<file path="src/rtl/tgen_pkg.sv">
package tgen_pkg;

   typedef enum logic [1:0] {
      KG_IDLE  = 2'd0,
      KG_START = 2'd1,
      KG_ON    = 2'd2,
      KG_STOP  = 2'd3
   } kg_state_t;

   // nearest whole number of clocks per half tone period
   function automatic int half_cycles(input int clk_hz, input int tone_hz);
      return (clk_hz + tone_hz) / (2 * tone_hz);
   endfunction

endpackage

</file>
<file path="src/rtl/tgen_sync.sv">
module tgen_sync #(
   parameter int STAGES = 2
) (
   input  logic clk,
   input  logic rst_n,
   input  logic d_i,
   output logic q_o
);

   if (STAGES == 1) begin : g_bad_depth
      $error("tgen_sync: STAGES must be 0 or at least 2");
   end

   if (STAGES == 0) begin : g_bypass
      assign q_o = d_i;
   end else begin : g_chain
      logic [STAGES-1:0] ff_q;
      for (genvar i = 0; i < STAGES; i++) begin : g_stage
         if (i == 0) begin : g_first
            always_ff @(posedge clk or negedge rst_n) begin
               if (!rst_n) ff_q[0] <= 1'b0;
               else        ff_q[0] <= d_i;
            end
         end else begin : g_next
            always_ff @(posedge clk or negedge rst_n) begin
               if (!rst_n) ff_q[i] <= 1'b0;
               else        ff_q[i] <= ff_q[i-1];
            end
         end
      end
      assign q_o = ff_q[STAGES-1];
   end

endmodule

</file>
<file path="src/rtl/tgen_keygate.sv">
module tgen_keygate
   import tgen_pkg::*;
#(
   parameter int HALF = 4
) (
   input  logic clk,
   input  logic rst_n,
   input  logic key_s,
   output logic gate_o
);

   localparam int DW = $clog2(2 * HALF);
   localparam logic [DW-1:0] OPEN_LAST  = DW'(HALF - 1);
   localparam logic [DW-1:0] CLOSE_LAST = DW'(2 * HALF - 1);

   if (HALF < 2) begin : g_bad_half
      $error("tgen_keygate: HALF must be at least 2");
   end

   kg_state_t       state_q;
   logic [DW-1:0]   dcnt_q;

   always_ff @(posedge clk or negedge rst_n) begin
      if (!rst_n) begin
         state_q <= KG_IDLE;
         dcnt_q  <= '0;
      end else begin
         unique case (state_q)
            KG_IDLE: begin
               if (key_s) begin
                  state_q <= KG_START;
                  dcnt_q  <= '0;
               end
            end
            KG_START: begin
               if (!key_s) begin
                  state_q <= KG_IDLE;
               end else if (dcnt_q == OPEN_LAST) begin
                  state_q <= KG_ON;
               end else begin
                  dcnt_q <= dcnt_q + 1'b1;
               end
            end
            KG_ON: begin
               if (!key_s) begin
                  state_q <= KG_STOP;
                  dcnt_q  <= '0;
               end
            end
            KG_STOP: begin
               if (key_s) begin
                  state_q <= KG_ON;
               end else if (dcnt_q == CLOSE_LAST) begin
                  state_q <= KG_IDLE;
               end else begin
                  dcnt_q <= dcnt_q + 1'b1;
               end
            end
            default: state_q <= KG_IDLE;
         endcase
      end
   end

   assign gate_o = (state_q == KG_ON) || (state_q == KG_STOP);

   // the gate opens only after a complete half-period wait
   p_open_after_wait_r5: assert property (@(posedge clk) disable iff (!rst_n)
      $rose(gate_o) |-> ($past(state_q) == KG_START && $past(dcnt_q) == OPEN_LAST));

   // the gate closes only from the hold state at the end of its count
   p_close_after_hold_r6: assert property (@(posedge clk) disable iff (!rst_n)
      $fell(gate_o) |-> ($past(state_q) == KG_STOP && $past(dcnt_q) == CLOSE_LAST));

   // a key that drops during the opening wait never opens the gate
   p_short_pulse_r7: assert property (@(posedge clk) disable iff (!rst_n)
      (state_q == KG_START && !key_s) |=> !gate_o);

   // a re-rise during the hold keeps the gate open
   p_rekey_holds_r8: assert property (@(posedge clk) disable iff (!rst_n)
      (state_q == KG_STOP && key_s) |=> gate_o);

endmodule

</file>
<file path="src/rtl/tgen_divider.sv">
module tgen_divider #(
   parameter int HALF = 4
) (
   input  logic clk,
   input  logic rst_n,
   input  logic arm_i,
   input  logic go_i,
   output logic tone_o
);

   localparam int CW = $clog2(HALF);
   localparam logic [CW-1:0] LAST = CW'(HALF - 1);

   if (HALF < 2) begin : g_bad_half
      $error("tgen_divider: HALF must be at least 2");
   end

   logic          tone_q;
   logic          run_q;
   logic [CW-1:0] cnt_q;

   always_ff @(posedge clk or negedge rst_n) begin
      if (!rst_n) begin
         tone_q <= 1'b0;
         run_q  <= 1'b0;
         cnt_q  <= '0;
      end else if (!arm_i) begin
         tone_q <= 1'b0;
         run_q  <= 1'b0;
         cnt_q  <= '0;
      end else if (!run_q) begin
         if (go_i) begin
            run_q  <= 1'b1;
            tone_q <= 1'b1;
            cnt_q  <= '0;
         end
      end else if (tone_q) begin
         // a high segment always completes
         if (cnt_q == LAST) begin
            cnt_q  <= '0;
            tone_q <= 1'b0;
         end else begin
            cnt_q <= cnt_q + 1'b1;
         end
      end else begin
         if (!go_i) begin
            run_q <= 1'b0;
            cnt_q <= '0;
         end else if (cnt_q == LAST) begin
            cnt_q  <= '0;
            tone_q <= 1'b1;
         end else begin
            cnt_q <= cnt_q + 1'b1;
         end
      end
   end

   assign tone_o = tone_q;

   // a high segment is never cut short while armed
   p_full_high_r10: assert property (@(posedge clk) disable iff (!rst_n)
      (arm_i && tone_q && cnt_q != LAST) |=> tone_q);

   // disarming clears the tone register
   p_low_disarmed_r9: assert property (@(posedge clk) disable iff (!rst_n)
      !arm_i |=> !tone_q);

   // the segment counter stays inside one half-period
   p_cnt_bound_r3: assert property (@(posedge clk) disable iff (!rst_n)
      cnt_q <= LAST);

endmodule

</file>
<file path="src/rtl/tone_gate_keyer.sv">
module tone_gate_keyer #(
   parameter int CLK_HZ      = 125_000_000,
   parameter int TONE_HZ     = 22_000,
   parameter int SYNC_STAGES = 2
) (
   input  logic clk,
   input  logic rst_n,
   input  logic tx_arm,
   input  logic cont_en,
   input  logic key_in,
   output logic tone_out,
   output logic stage_on
);

   localparam int HALF = tgen_pkg::half_cycles(CLK_HZ, TONE_HZ);

   if (2 * TONE_HZ > CLK_HZ) begin : g_bad_ratio
      $error("tone_gate_keyer: clock too slow for the tone");
   end

   logic arm_q;
   logic key_s;
   logic key_gate;
   logic go;
   logic tone_raw;

   always_ff @(posedge clk or negedge rst_n) begin
      if (!rst_n) arm_q <= 1'b0;
      else        arm_q <= tx_arm;
   end

   tgen_sync #(.STAGES(SYNC_STAGES)) u_sync (
      .clk   (clk),
      .rst_n (rst_n),
      .d_i   (key_in),
      .q_o   (key_s)
   );

   tgen_keygate #(.HALF(HALF)) u_keygate (
      .clk    (clk),
      .rst_n  (rst_n),
      .key_s  (key_s),
      .gate_o (key_gate)
   );

   assign go = arm_q & (cont_en | key_gate);

   tgen_divider #(.HALF(HALF)) u_div (
      .clk    (clk),
      .rst_n  (rst_n),
      .arm_i  (arm_q),
      .go_i   (go),
      .tone_o (tone_raw)
   );

   assign tone_out = tone_raw & arm_q;
   assign stage_on = arm_q;

   // the stage indication follows the arming input by one edge
   p_stage_follow_r2: assert property (@(posedge clk) disable iff (!rst_n)
      1'b1 |=> (stage_on == $past(tx_arm)));

   // a disarmed stage starts no tone on the next edge
   p_no_start_disarmed_r9: assert property (@(posedge clk) disable iff (!rst_n)
      (!stage_on && !tone_out) |=> !$rose(tone_raw));

endmodule

</file>
<file path="config.mk">
export PLATFORM = sky130hd
export DESIGN_NAME = tone_gate_keyer
export DESIGN_NICKNAME = d
export VERILOG_FILES = /design/src/rtl/tgen_pkg.sv /design/src/rtl/tgen_sync.sv /design/src/rtl/tgen_keygate.sv /design/src/rtl/tgen_divider.sv /design/src/rtl/tone_gate_keyer.sv
export SDC_FILE = /design/constraint.sdc
export NUM_CORES = 1
export LEC_CHECK = 0
export BUFFER_PORTS_ARGS = -buffer_cell sky130_fd_sc_hd__buf_4
export CORE_ASPECT_RATIO = 2
export CORE_MARGIN = 10
export CORE_UTILIZATION = 60
export CTS_CLUSTER_SIZE = 12
export DETAILED_ROUTE_END_ITERATION = 8
export PLACE_DENSITY_LB_ADDON = 0.2
export RECOVER_POWER = 50
export SYNTH_ARGS = -nofsm -noshare
export SYNTH_HDL_FRONTEND = slang
export SYNTH_SLANG_ARGS = --single-unit
</file>
<file path="constraint.sdc">
create_clock -name clk -period 3.3 [get_ports clk]
set_input_delay 0.66 -clock clk [delete_from_list [all_inputs] [get_ports clk]]
set_output_delay 0.66 -clock clk [all_outputs]
set_load 0.005 [all_outputs]
</file>
==> metrics.yaml <==
route:
  via_per_inst: 6.28
  route.detailed.wl_per_inst_um: 16.8
  first_pass_iters: 5
  num_vias: 1401
  drcViolationCount: 0
  ant_nets: 0
  drtIter0Drc: 31
  routed_wl_um: 3740
clocking:
  cts_buffer_depth: 2
  postCtsSetupRepairBufs: 0
  cts_sinks: 32
  cts_made_buffers: 5
  cts_tree: "done"
  htreeDepth: 2
  clk_pin_slew_ns: 0.06
  insertion_delay_ns: 0.29
  clock-root-buffer: "clkbuf_8"
  cts_resized: 0
  cts_hold_buffers: 0
power_and_ir_drop:
  pwr-share-clk_pct: 43.8
  p_leak_nw: 0.801
  seq_power_share_pct: 49.6
  sw_frac_of_total_pct: 22.6
  power_per_cell_area_nw_per_um2: 442
  vdd_drop_max_mv: 0.401
  p_int_mw: 0.648
  combPwrFrac_pct: 6.5
  switching_power_mw: 0.190
sta:
  layout_setup_ws_ns: 1.22
  rsz0062_at_grt: "no"
  tightest_slew_ns: 1.71
  final_hold_viol_count: 0
  fin_skew_ns: 0.00640
  timing.fmax_ghz: 0.482
  finalSetupTns_ns: 0
  fin_crit_sh_pct: 62.9
  slew_violations: 33
  fin_crit_ns: 2.08
  slew_headroom_pct: -13.9
  setup_viol: 0
setup_path:
  cp_max_fo: 6
  path_class: "reg -> reg"
  cp-startpoint: "u_keygate.dcnt_q[0]$_DFFE_PN0P_"
  regToRegStartpoint: "u_keygate.dcnt_q[0]$_DFFE_PN0P_"
  arrival_ns: 2.26
  crit_required_ns: 3.48
  startpoint_type: "flop"
  reg2reg_slack_ns: 1.22
  cp-end-kind: "flop"
  reg2reg_depth: 7
  r2r_end: "u_keygate.dcnt_q[7]$_DFFE_PN0P_"
placed_design:
  globalplace.congestion: 0.949
  portBuffers: 6
  place.detailed.hpwl_um: 2820
  place_ws_ns: 1.24
yosys:
  yosysUniqueCellTypes: 42
  syn_nets: 193
  synth.yosys.warnings: 0
  synthArstFlopShare_pct: 100
  synth-seq-area-share_pct: 46.5
  syn-cell-area_sq_um: 1720
  synthCells: 183
  syn_avg_cell_area_sq_um: 9.41
  synth_edf_count: 0
  synth_seq_cells: 32
  synthFlopType: "dfrtp_1"
finish:
  multi_input_area_sq_um: 848
  syn_to_final_growth_pct: 9.95
  final_net_count: 203
  num-fill-cells: 222
  drive_above_1_share_pct: 10.8
  final_cell_mix: "dfrtp_1, nand2_1, inv_1, o21ai_0, nor2_1"
  ff_latch_area_sq_um: 801
  layout_commonest_cell: "dfrtp_1"
  diodes: 0
die:
  core_area_sq_um: 2770
  die-width_um: 57.9
  num_io_pins: 7
  initial_core_util_pct: 62.2
  dieArea_sq_um: 5540
  fp-row-count: 27
  die_height_um: 95.8
global_route:
  grt_pass1_vias: 1483
  gr-usage-met1_pct: 13.3
  antenna_found_initial: 0
  overflow: 0
  grt_pass1_wl_um: 6530
  grt_util_met2_pct: 27.7
  grt_usage_pct: 14.8
  grtUsageMet3_pct: 3.30
  grt-busiest-layer: "met2"
  grt_max_degree: 33
worst_hold_path:
  hold_class: "reg -> reg"
  min_to: "u_sync.q_o$_DFF_PN0_"
  min_from: "u_sync.g_chain.ff_q[0]$_DFF_PN0_"
  holdPathStages: 0
status:
  outcome: "complete, but fails checks"
  violations: "capacitance limit, slew limit"
run:
  drv_cap: 1
## power groups by stage
stage,Sequential [mW],Combinational (mW),Clock (mW)
after floorplan,0.418,0.0354,0
after global placement,0.422,0.0533,0
after detailed placement,0.423,0.0560,0
after CTS,0.415,0.0561,0.374
after global routing,0.417,0.0641,0.383
final,0.416,0.0547,0.367
## registers in the layout, summed over array words and instances, names as in the netlist, named ones only
name	flops
u_div.tone_o	1
stage_on	1
u_keygate.state_q	1
u_sync.g_chain.ff_q	1
u_sync.q_o	1
u_div.cnt_q	12
u_keygate.dcnt_q	13
u_div.run_q	1
## critical path, stage by stage (launching register included)
cell	delay, ns
dfrtp_1	0.44
inv_1	0.08
ha_1	0.13
nor4bb_1	0.26
nand4_1	0.20
a21boi_0	0.55
o21ai_0	0.21
o31ai_1	0.10
## worst max-delay path by stage
stage,slack (ns),depth (start not counted),end
after floorplan,1.49,5,u_div.cnt_q[11]$_DFFE_PN0P_
after global placement,1.27,6,u_div.cnt_q[11]$_DFFE_PN0P_
after detailed placement,1.24,7,u_keygate.dcnt_q[7]$_DFFE_PN0P_
after CTS,1.22,7,u_keygate.dcnt_q[7]$_DFFE_PN0P_
after global routing,0.99,5,u_keygate.dcnt_q[7]$_DFFE_PN0P_
final,1.22,7,u_keygate.dcnt_q[7]$_DFFE_PN0P_
## metal layers
| metal | vias to the layer above | share of wire [%] |
|---|---|---|
| met3 | 9 | 2.2 |
| met1 | 710 | 36 |
| met4 | 0 | 2.4 |
| met2 | 17 | 59 |
| li1 | 665 | - |
| met5 | - | 0 |
## logic make-up (layout without fill, tap and decap cells)
logic type | after synthesis | after routing | share of synthesized area [%]
AO/OA/AOI/OAI | 33 | 33 | 11.7
XOR/XNOR | 10 | 10 | 5.08
adder cells (fa/ha/maj) | 5 | 5 | 3.63
buffers and inverters | 18 | 29 | 4.28
flip-flops | 32 | 32 | 46.5
multiplexers | 1 | 1 | 0.654
AND/OR/NAND/NOR | 84 | 84 | 28.2
## through the flow
| step | instance area [sq um] | std cells | total power, mW | utilization [%] | hold WS [ns] |
|---|---|---|---|---|---|
| global placement | 1790 | 215 | 0.475 | 64.6 | 0.336 |
| global route | 1890 | 223 | 0.865 | 68.4 | 0.366 |
| floorplan | 1720 | 183 | 0.453 | - | 0.331 |
| finish | 1890 | 223 | 0.837 | 68.4 | 0.348 |
| CTS | 1900 | 223 | 0.845 | 68.5 | 0.312 |
| detailed placement | 1790 | 215 | 0.479 | 64.6 | 0.336 |
## area by class of cell
cell class | count | share of cell area [%]
Timing Repair Buffer | 7 | 2.58
Tap cell | 29 | 1.92
Clock buffer | 6 | 3.83
Multi-Input combinational cell | 133 | 44.8
Clock inverter | 2 | 1.85
Sequential cell | 32 | 42.3
Inverter | 14 | 2.77
## cell usage after synthesis (2+ instances only)
cell type  instances  area share (%)
nor4bb_1           3             1.7
inv_1             14             3.1
nor3_1             4             1.2
nor4_1             2            0.73
nand4_1            5             1.8
or4_1              2            0.87
nor2_1            13             2.8
o31ai_1            3             1.3
xnor2_1            6             3.1
a31oi_1            2            0.73
ha_1               5             3.6
and2_1             3             1.1
nor4b_2            2             1.7
buf_2              2            0.58
or3_1              4             1.5
and4b_1            2             1.2
nand3_1           11             3.2
and4_1             3             1.5
nand2b_1           2            0.73
xor2_1             4             2.0
dfrtp_1           32              46
a21oi_1            7             2.0
and3_1             2            0.73
nand2_1           19             4.1
o21ai_0           14             4.1
(Power assumes the default switching activity.)
